[src/rtl/segcache_pkg.sv]
package segcache_pkg;
  parameter int SEL_W  = 16;
  parameter int ACC_W  = 8;
  parameter int BASE_W = 24;
  parameter int LIM_W  = 16;
  parameter int OFF_W  = 16;
  parameter int PRESENT_BIT = 7;
  parameter int RM_SHIFT = 4;
  parameter logic [ACC_W-1:0] RESET_ACC = 8'h93;

  typedef struct packed {
    logic [SEL_W-1:0]  sel;
    logic [ACC_W-1:0]  acc;
    logic [BASE_W-1:0] base;
    logic [LIM_W-1:0]  lim;
  } segEntry_t;

  typedef struct packed {
    logic              wrEn;
    logic              wrHidden;
    logic [1:0]        wrIdx;
    logic [SEL_W-1:0]  sel;
    logic [BASE_W-1:0] base;
    logic [LIM_W-1:0]  lim;
    logic [ACC_W-1:0]  acc;
  } ctrlStrobes_t;
endpackage

[src/rtl/seg_ctrl.sv]
module seg_ctrl
  import segcache_pkg::*;
(
  input  logic              clk,
  input  logic              rst_n,
  input  logic              protMode,
  input  logic              ldValid,
  input  logic [1:0]        ldIdx,
  input  logic [SEL_W-1:0]  ldSel,
  input  logic [BASE_W-1:0] ldDescBase,
  input  logic [LIM_W-1:0]  ldDescLimit,
  input  logic [ACC_W-1:0]  ldDescAcc,
  output ctrlStrobes_t      strobes,
  output logic              ldDone,
  output logic              npFault
);
  logic present;
  logic accept;
  logic reject;
  logic [BASE_W-1:0] rmBase;

  assign present = ldDescAcc[PRESENT_BIT];
  assign accept  = ldValid && (!protMode || present);
  assign reject  = ldValid && protMode && !present;
  assign rmBase  = BASE_W'(ldSel) << RM_SHIFT;

  always_comb begin
    strobes.wrEn     = accept;
    strobes.wrHidden = protMode;
    strobes.wrIdx    = ldIdx;
    strobes.sel      = ldSel;
    strobes.base     = protMode ? ldDescBase : rmBase;
    strobes.lim      = ldDescLimit;
    strobes.acc      = ldDescAcc;
  end

  always_ff @(posedge clk) begin
    if (!rst_n) begin
      ldDone  <= 1'b0;
      npFault <= 1'b0;
    end else begin
      ldDone  <= accept;
      npFault <= reject;
    end
  end
endmodule

[src/rtl/seg_datapath.sv]
module seg_datapath
  import segcache_pkg::*;
#(
  parameter int NUM_SEGS = 4,
  localparam int IDX_W = $clog2(NUM_SEGS)
) (
  input  logic              clk,
  input  logic              rst_n,
  input  ctrlStrobes_t      strobes,
  input  logic [IDX_W-1:0]  rdIdx,
  output logic [SEL_W-1:0]  rdSel,
  input  logic              xlValid,
  input  logic [IDX_W-1:0]  xlIdx,
  input  logic [OFF_W-1:0]  xlOffset,
  output logic [BASE_W-1:0] linAddr,
  output logic              addrValid,
  output logic              limitFault,
  output logic [ACC_W-1:0]  xlAcc
);
  segEntry_t bank [NUM_SEGS];

  for (genvar g = 0; g < NUM_SEGS; g++) begin : gSeg
    logic hit;
    assign hit = strobes.wrEn && (strobes.wrIdx == IDX_W'(g));
    always_ff @(posedge clk) begin
      if (!rst_n) begin
        bank[g].sel  <= '0;
        bank[g].base <= '0;
        bank[g].lim  <= '1;
        bank[g].acc  <= RESET_ACC;
      end else if (hit) begin
        bank[g].sel  <= strobes.sel;
        bank[g].base <= strobes.base;
        if (strobes.wrHidden) begin
          bank[g].lim <= strobes.lim;
          bank[g].acc <= strobes.acc;
        end
      end
    end
  end

  // Selector read with same-cycle bypass of an accepted load
  always_comb begin
    if (strobes.wrEn && (strobes.wrIdx == rdIdx))
      rdSel = strobes.sel;
    else
      rdSel = bank[rdIdx].sel;
  end

  // Address formation from the hidden cache
  segEntry_t xlEnt;
  logic [BASE_W-1:0] sumAddr;
  logic overLimit;
  assign xlEnt     = bank[xlIdx];
  assign sumAddr   = xlEnt.base + BASE_W'(xlOffset);
  assign overLimit = (LIM_W'(xlOffset) > xlEnt.lim);

  always_ff @(posedge clk) begin
    if (!rst_n) begin
      linAddr    <= '0;
      addrValid  <= 1'b0;
      limitFault <= 1'b0;
      xlAcc      <= '0;
    end else begin
      linAddr    <= sumAddr;
      addrValid  <= xlValid && !overLimit;
      limitFault <= xlValid && overLimit;
      xlAcc      <= xlEnt.acc;
    end
  end
endmodule

[src/rtl/seg_desc_cache.sv]
module seg_desc_cache
  import segcache_pkg::*;
#(
  parameter int NUM_SEGS = 4,
  localparam int IDX_W = $clog2(NUM_SEGS)
) (
  input  logic              clk,
  input  logic              rst_n,
  input  logic              protMode,
  input  logic              ldValid,
  input  logic [IDX_W-1:0]  ldIdx,
  input  logic [SEL_W-1:0]  ldSel,
  input  logic [BASE_W-1:0] ldDescBase,
  input  logic [LIM_W-1:0]  ldDescLimit,
  input  logic [ACC_W-1:0]  ldDescAcc,
  output logic              ldDone,
  output logic              npFault,
  input  logic [IDX_W-1:0]  rdIdx,
  output logic [SEL_W-1:0]  rdSel,
  input  logic              xlValid,
  input  logic [IDX_W-1:0]  xlIdx,
  input  logic [OFF_W-1:0]  xlOffset,
  output logic [BASE_W-1:0] linAddr,
  output logic              addrValid,
  output logic              limitFault,
  output logic [ACC_W-1:0]  xlAcc
);
  ctrlStrobes_t strobes;

  seg_ctrl u_ctrl (
    .clk(clk), .rst_n(rst_n), .protMode(protMode),
    .ldValid(ldValid), .ldIdx(2'(ldIdx)), .ldSel(ldSel),
    .ldDescBase(ldDescBase), .ldDescLimit(ldDescLimit), .ldDescAcc(ldDescAcc),
    .strobes(strobes), .ldDone(ldDone), .npFault(npFault)
  );

  seg_datapath #(.NUM_SEGS(NUM_SEGS)) u_dp (
    .clk(clk), .rst_n(rst_n), .strobes(strobes),
    .rdIdx(rdIdx), .rdSel(rdSel),
    .xlValid(xlValid), .xlIdx(xlIdx), .xlOffset(xlOffset),
    .linAddr(linAddr), .addrValid(addrValid),
    .limitFault(limitFault), .xlAcc(xlAcc)
  );
endmodule

[config.mk]
export PLATFORM = sky130hd
export DESIGN_NAME = seg_desc_cache
export DESIGN_NICKNAME = d
export VERILOG_FILES = /design/src/rtl/segcache_pkg.sv /design/src/rtl/seg_ctrl.sv /design/src/rtl/seg_datapath.sv /design/src/rtl/seg_desc_cache.sv
export SDC_FILE = /design/constraint.sdc
export NUM_CORES = 1
export LEC_CHECK = 0
export ABC_CLOCK_PERIOD_IN_PS = 5410
export BUFFER_PORTS_ARGS = -buffer_cell sky130_fd_sc_hd__buf_4
export CORE_ASPECT_RATIO = 1.2
export CORE_UTILIZATION = 40
export DETAILED_ROUTE_END_ITERATION = 6
export PLACE_DENSITY_LB_ADDON = 0.1
export SYNTH_ARGS = -nofsm -noshare
export SYNTH_HDL_FRONTEND = slang
export SYNTH_SLANG_ARGS = --single-unit
[constraint.sdc]
create_clock -name clk -period 5.41 [get_ports clk]
set_input_delay 0.541 -clock clk [delete_from_list [all_inputs] [get_ports clk]]
set_output_delay 0.541 -clock clk [all_outputs]
set_load 0.02 [all_outputs]
# Word level (Yosys, flattened, before mapping)
# Memories as Yosys holds them, arrays and structs flattened.
# Index checks and enable logic that the tools add are counted.
# totals
register_bits,36
ram_bits,256
input_bits,91
memories,1
# mem_list
name,depth,width,read_ports,rd_ports_with_merged_regs,write_ports,line_no,rtl
u_dp.bank,4,64,2,0,4,seg_datapath.sv:20,segEntry_t bank [NUM_SEGS];
# classes
addsub,1
magnitude_cmp,1
eq_ne,4
n_mux,44
bitwise,16
n_reduce_logical,15
# ops
operator,count
two-way mux 16 bit,9
two-way mux 24 bit,5
two-way mux 8 bit,4
two-way mux 1 bit,26
adder 24 x 16 -> 24 bit,1
> comparator 16 bit,1
bitwise OR 1 bit,16
logical AND 1 bit,10
equality test 2 bit (second input constant),2
zero test 1 bit,3
equality test 2 x 1 -> 1 bit (second input constant),1
equality test 2 bit,1
zero test 2 bit,1
logical OR 1 bit,1

# Longest topological paths before layout
# depth
ltp_word,8
ltp_mapped,12
ltp_nobuf,10

# By module
# From an unflattened synthesis, not the netlist that was laid out.
# hier_totals
cells_unflattened,1004
area_unflattened_um2,14167.3
# by_module_without_submodules
module,n_inst,cells_per_inst,area_each_um2
seg_datapath,1,926,13457.9
seg_ctrl,1,78,709.4

# Worst setup path before layout
# Ideal clock, no wire load.
# synth_timing
kind,input to register
startpoint,input ldDescAcc[7]
endpoint,memory u_dp.bank[2][16] (netlist bit) (enable)
setup_ps,493
arrival_ps,3882
slack_ps,1035
stages,5
path_buffers,1
cell_sequence,nand2b_1 -> and2_1 -> buf_2 -> nand2_1 -> o21ai_0
# synth_lines
item,line_no,rtl
"start, declared",seg_desc_cache.sv:15,"input logic [ACC_W-1:0] ldDescAcc,"
"end, declared",seg_datapath.sv:20,

# Worst setup path after layout
# layout_timing
startpoint,input protMode
endpoint,output rdSel[6]
# layout_via
elab_chain_len,5
# layout_lines
item,line_no,rtl
"start, declared",seg_desc_cache.sv:9,"input logic protMode,"
zero test 1 bit,seg_ctrl.sv:23,assign accept = ldValid && (!protMode || present);
logical OR 1 bit,seg_ctrl.sv:23,
logical AND 1 bit,seg_ctrl.sv:23,
logical AND 1 bit,seg_datapath.sv:44,if (strobes.wrEn && (strobes.wrIdx == rdIdx))
two-way mux 16 bit,seg_datapath.sv:44,
"end, declared",seg_desc_cache.sv:19,"output logic [SEL_W-1:0] rdSel,"
# Every way passes these cells.

==> results by group <==
Clock network
  • Clock Sinks: 292
  • Clock Path Buffers: 3
  • Worst skew pair latency: 0.56 ns
  • Num CTS Buffers: 31
  • CTS Hold Buffers Added: 0
  • H-tree levels: 1
  • # resized after CTS: 0
  • Reg clk slew, reported paths: 0.06 ns
  • CTS tree: done
  • Post-CTS setup buffer count: 0
  • CTS root buf: clkbuf_16

Timing
  • Skew final: 0.00629 ns
  • RSZ-0062 raised after global routing: no
  • Crit path time final: 3.40 ns
  • Max-Slew Margin vs Limit: 29.5%
  • Final Hold Fails: 0
  • Worst slew pin tran: 1.06 ns
  • Setup TNS: 0 ns
  • Fmax: 0.294 GHz
  • Final period utilization: 62.8%
  • Final setup violation count: 0
  • Pins over their slew limit: 0

Die
  • Die H: 204 um
  • IO Pins: 143
  • Rows: 73
  • Initial Util: 40.8%
  • Core ar.: 33300 um^2
  • Total die area: 34800 um^2
  • Chip width: 170 um

Yosys
  • Mux contribution to synthesized area: 13.7%
  • Cell taking the most area after synthesis: edfxtp_1
  • Cell count after synthesis: 962
  • Mean Syn Cell Area: 14.2 um^2
  • Asr flop ratio synth: 0%
  • Yosys reg bits: 292
  • Synth Area in Adders: 3.09%
  • Top-area cell type share of the netlist area: 56.5%
  • Dominant cells by area after synthesis: edfxtp_1 56%, mux4_2 10%, dfxtp_1 5.3%
  • Area fraction in compound gates after synthesis: 3.68%
  • Largest family of logic cells by synthesized area: simple AND/OR/NAND/NOR gates
  • Most numerous cell in the Yosys netlist: edfxtp_1
  • XOR/XNOR share of the synthesized area: 0.450%
  • Yosys warns: 0
  • EDFF count, synth: 256
  • Most used DFF post-synth: edfxtp_1
  • Commonest cells in the netlist: 256 x edfxtp_1, 81 x nor2_1, 76 x or3_1, 68 x and3_1, 62 x mux4_2
  • Simple-gate portion of the synthesized area: 14.7%
  • Sequential fraction of the synthesis area: 61.7%
  • Unique masters post-synth: 52
  • Post-Syn Area: 13600 um^2

Placement
  • Post-Place Cells: 1513
  • Port bufs: 142
  • Placer Congestion: 0.792
  • DP Wirelength: 21.5 mm
  • Post-DP Area: 15200 um^2

Setup path
  • FF-to-FF End: u_dp.linAddr[22]
  • CP Launch Type: primary input
  • CP required: 4.87 ns
  • Worst path max stage delay: 0.78 ns
  • Cell count of the worst reg-to-reg path: 8
  • Crit. End Element: output pin
  • Max FO, Critical Path: 66
  • Crit path DAT: 2.86 ns
  • Critical-path top delay cell: nand3_1
  • Crit path max-delay family: simple AND/OR/NAND/NOR gates
  • Cells along the critical path: buf_4, nand2b_1, and2_1, nand3_1, mux2_2, buf_4
  • CP bufs+invs: 2
  • Origin of the critical flop-to-flop path: u_dp.bank[3][18]
  • CP most frequent cell: buf_4
  • Kind of critical path: primary input to output pin
  • R2r setup slk: 2.71 ns

Cells and area
  • Finished Layout Cells: 1568
  • Fill cells: 2968
  • Ratio of cells with drive above 1 in the final layout: 26.9%
  • Area grow syn2layout: 18.8%
  • Final net count: 1220
  • Fin util: 48.5%
  • Final Cell Area: 16200 um^2

Global route
  • Tot GR Track Use: 20.2%
  • Global-route wire length before repair: 51.8 mm
  • Vias in the first global route: 8665
  • Remaining Overflow, GRT: 0
  • Met1 Resource Use GR: 26.3%
  • Initial antenna violation count: 1
  • Met3 Usage GRT: 3.66%
  • Busiest grt layer: met2
  • GRT met2 Usage: 34.5%
  • Largest net degree at the start of global routing: 80

Worst hold path
  • Hold Path Class: primary input to flop
  • Worst Hold Launch: ldValid
  • WHS Endpoint: u_ctrl.npFault
  • WHS Path Cells: 3

Power
  • Leak Pwr: 6.21 nW
  • Total Power: 5.50 mW
  • Power density cells: 340 nW/um^2
  • Max VDD drop: 310 uV

Drt
  • Post-Route WL: 34.0 mm
  • Via count: 8260
  • DR vias/cell: 5.27
  • DRC Markers: 0
  • Drt pass-1 iters: 5
  • Routed Antenna Nets: 0
  • Drt wl/cell: 21.7 um
  • Starting DRT DRC Count: 592

Status
  • Outcome: complete, no violations

Flow run
  • Number of max-cap violations: 0
## flip-flops by register name, summed over array words and instances, names as in the netlist
signal           flops
u_dp.bank          256
u_dp.linAddr        24
u_dp.xlAcc           8
u_ctrl.ldDone        1
u_ctrl.npFault       1
u_dp.addrValid       1
u_dp.limitFault      1
## logic make-up (layout without fill, tap and decap cells)
family,Yosys count,after routing
AO/OA/AOI/OAI,76,76
XOR/XNOR,7,7
adder cells (fa/ha/maj),33,33
buffers and inverters,88,239
flip-flops,292,292
multiplexers,103,103
other,1,6
AND/OR/NAND/NOR,362,362
## how the worst max path moves through the flow
stage               cells past startpoint          from               end
floorplan                               5  ldDescAcc[7]  u_dp.bank[2][16]
global placement                        9      xlIdx[0]  u_dp.linAddr[20]
detailed placement                      9      xlIdx[0]  u_dp.linAddr[22]
CTS                                     6      protMode          rdSel[9]
global route                            6      protMode          rdSel[9]
finish                                  6      protMode          rdSel[6]
## through the flow
step,hold slack (ns),worst slack [ns]
detailed placement,0.657,1.72
global route,0.213,1.86
global placement,0.651,1.77
CTS,0.192,1.96
floorplan,0.635,1.04
finish,0.216,2.01
## worst reg2reg max path, cell delays in order (launching register included)
cell and delay (ns):
edfxtp_1 0.36, mux4_2 0.50, ha_1 0.35, nor2b_1 0.26, o211ai_1 0.14, a31oi_1 0.46, o21ai_2 0.17, a21oi_1 0.19
mux2i_1 0.21
## cells in the final DEF (no fill, tap or decap), types with 23 or more instances in the layout
master,synthesis,layout
mux2i_1,23,23
mux4_2,62,62
ha_1,32,32
nor2_1,81,80
buf_4,0,159
edfxtp_1,256,256
clkbuf_16,0,31
or3_1,76,76
inv_1,26,26
dfxtp_1,36,36
and3_1,68,68
and2_1,59,59
## report_power, final
part	switching [mW]	internal, mW
registers	0.0433	2.62
logic	0.446	0.336
clock network	0.867	1.18
## final cells by class
| cell class | instances | area, um^2 | share of cell area [%] |
|---|---|---|---|
| sequential | 292 | 8410 | 52.0 |
| clock buffer | 36 | 795 | 4.91 |
| timing repair buffer | 159 | 1190 | 7.38 |
| tap | 450 | 563 | 3.48 |
| clock inverter | 17 | 159 | 0.982 |
| inverter | 27 | 101 | 0.626 |
| multi-input combinational | 585 | 4950 | 30.6 |
| antenna | 2 | 5.00 | 0.0309 |
## routing by layer
metal,vias to the layer above,share of wire [%]
met5,-,0
met1,4107,44
met2,188,49
li1,3922,-
met3,43,5.4
met4,0,2.0
Note: power is estimated with default switching activity, not from simulation.
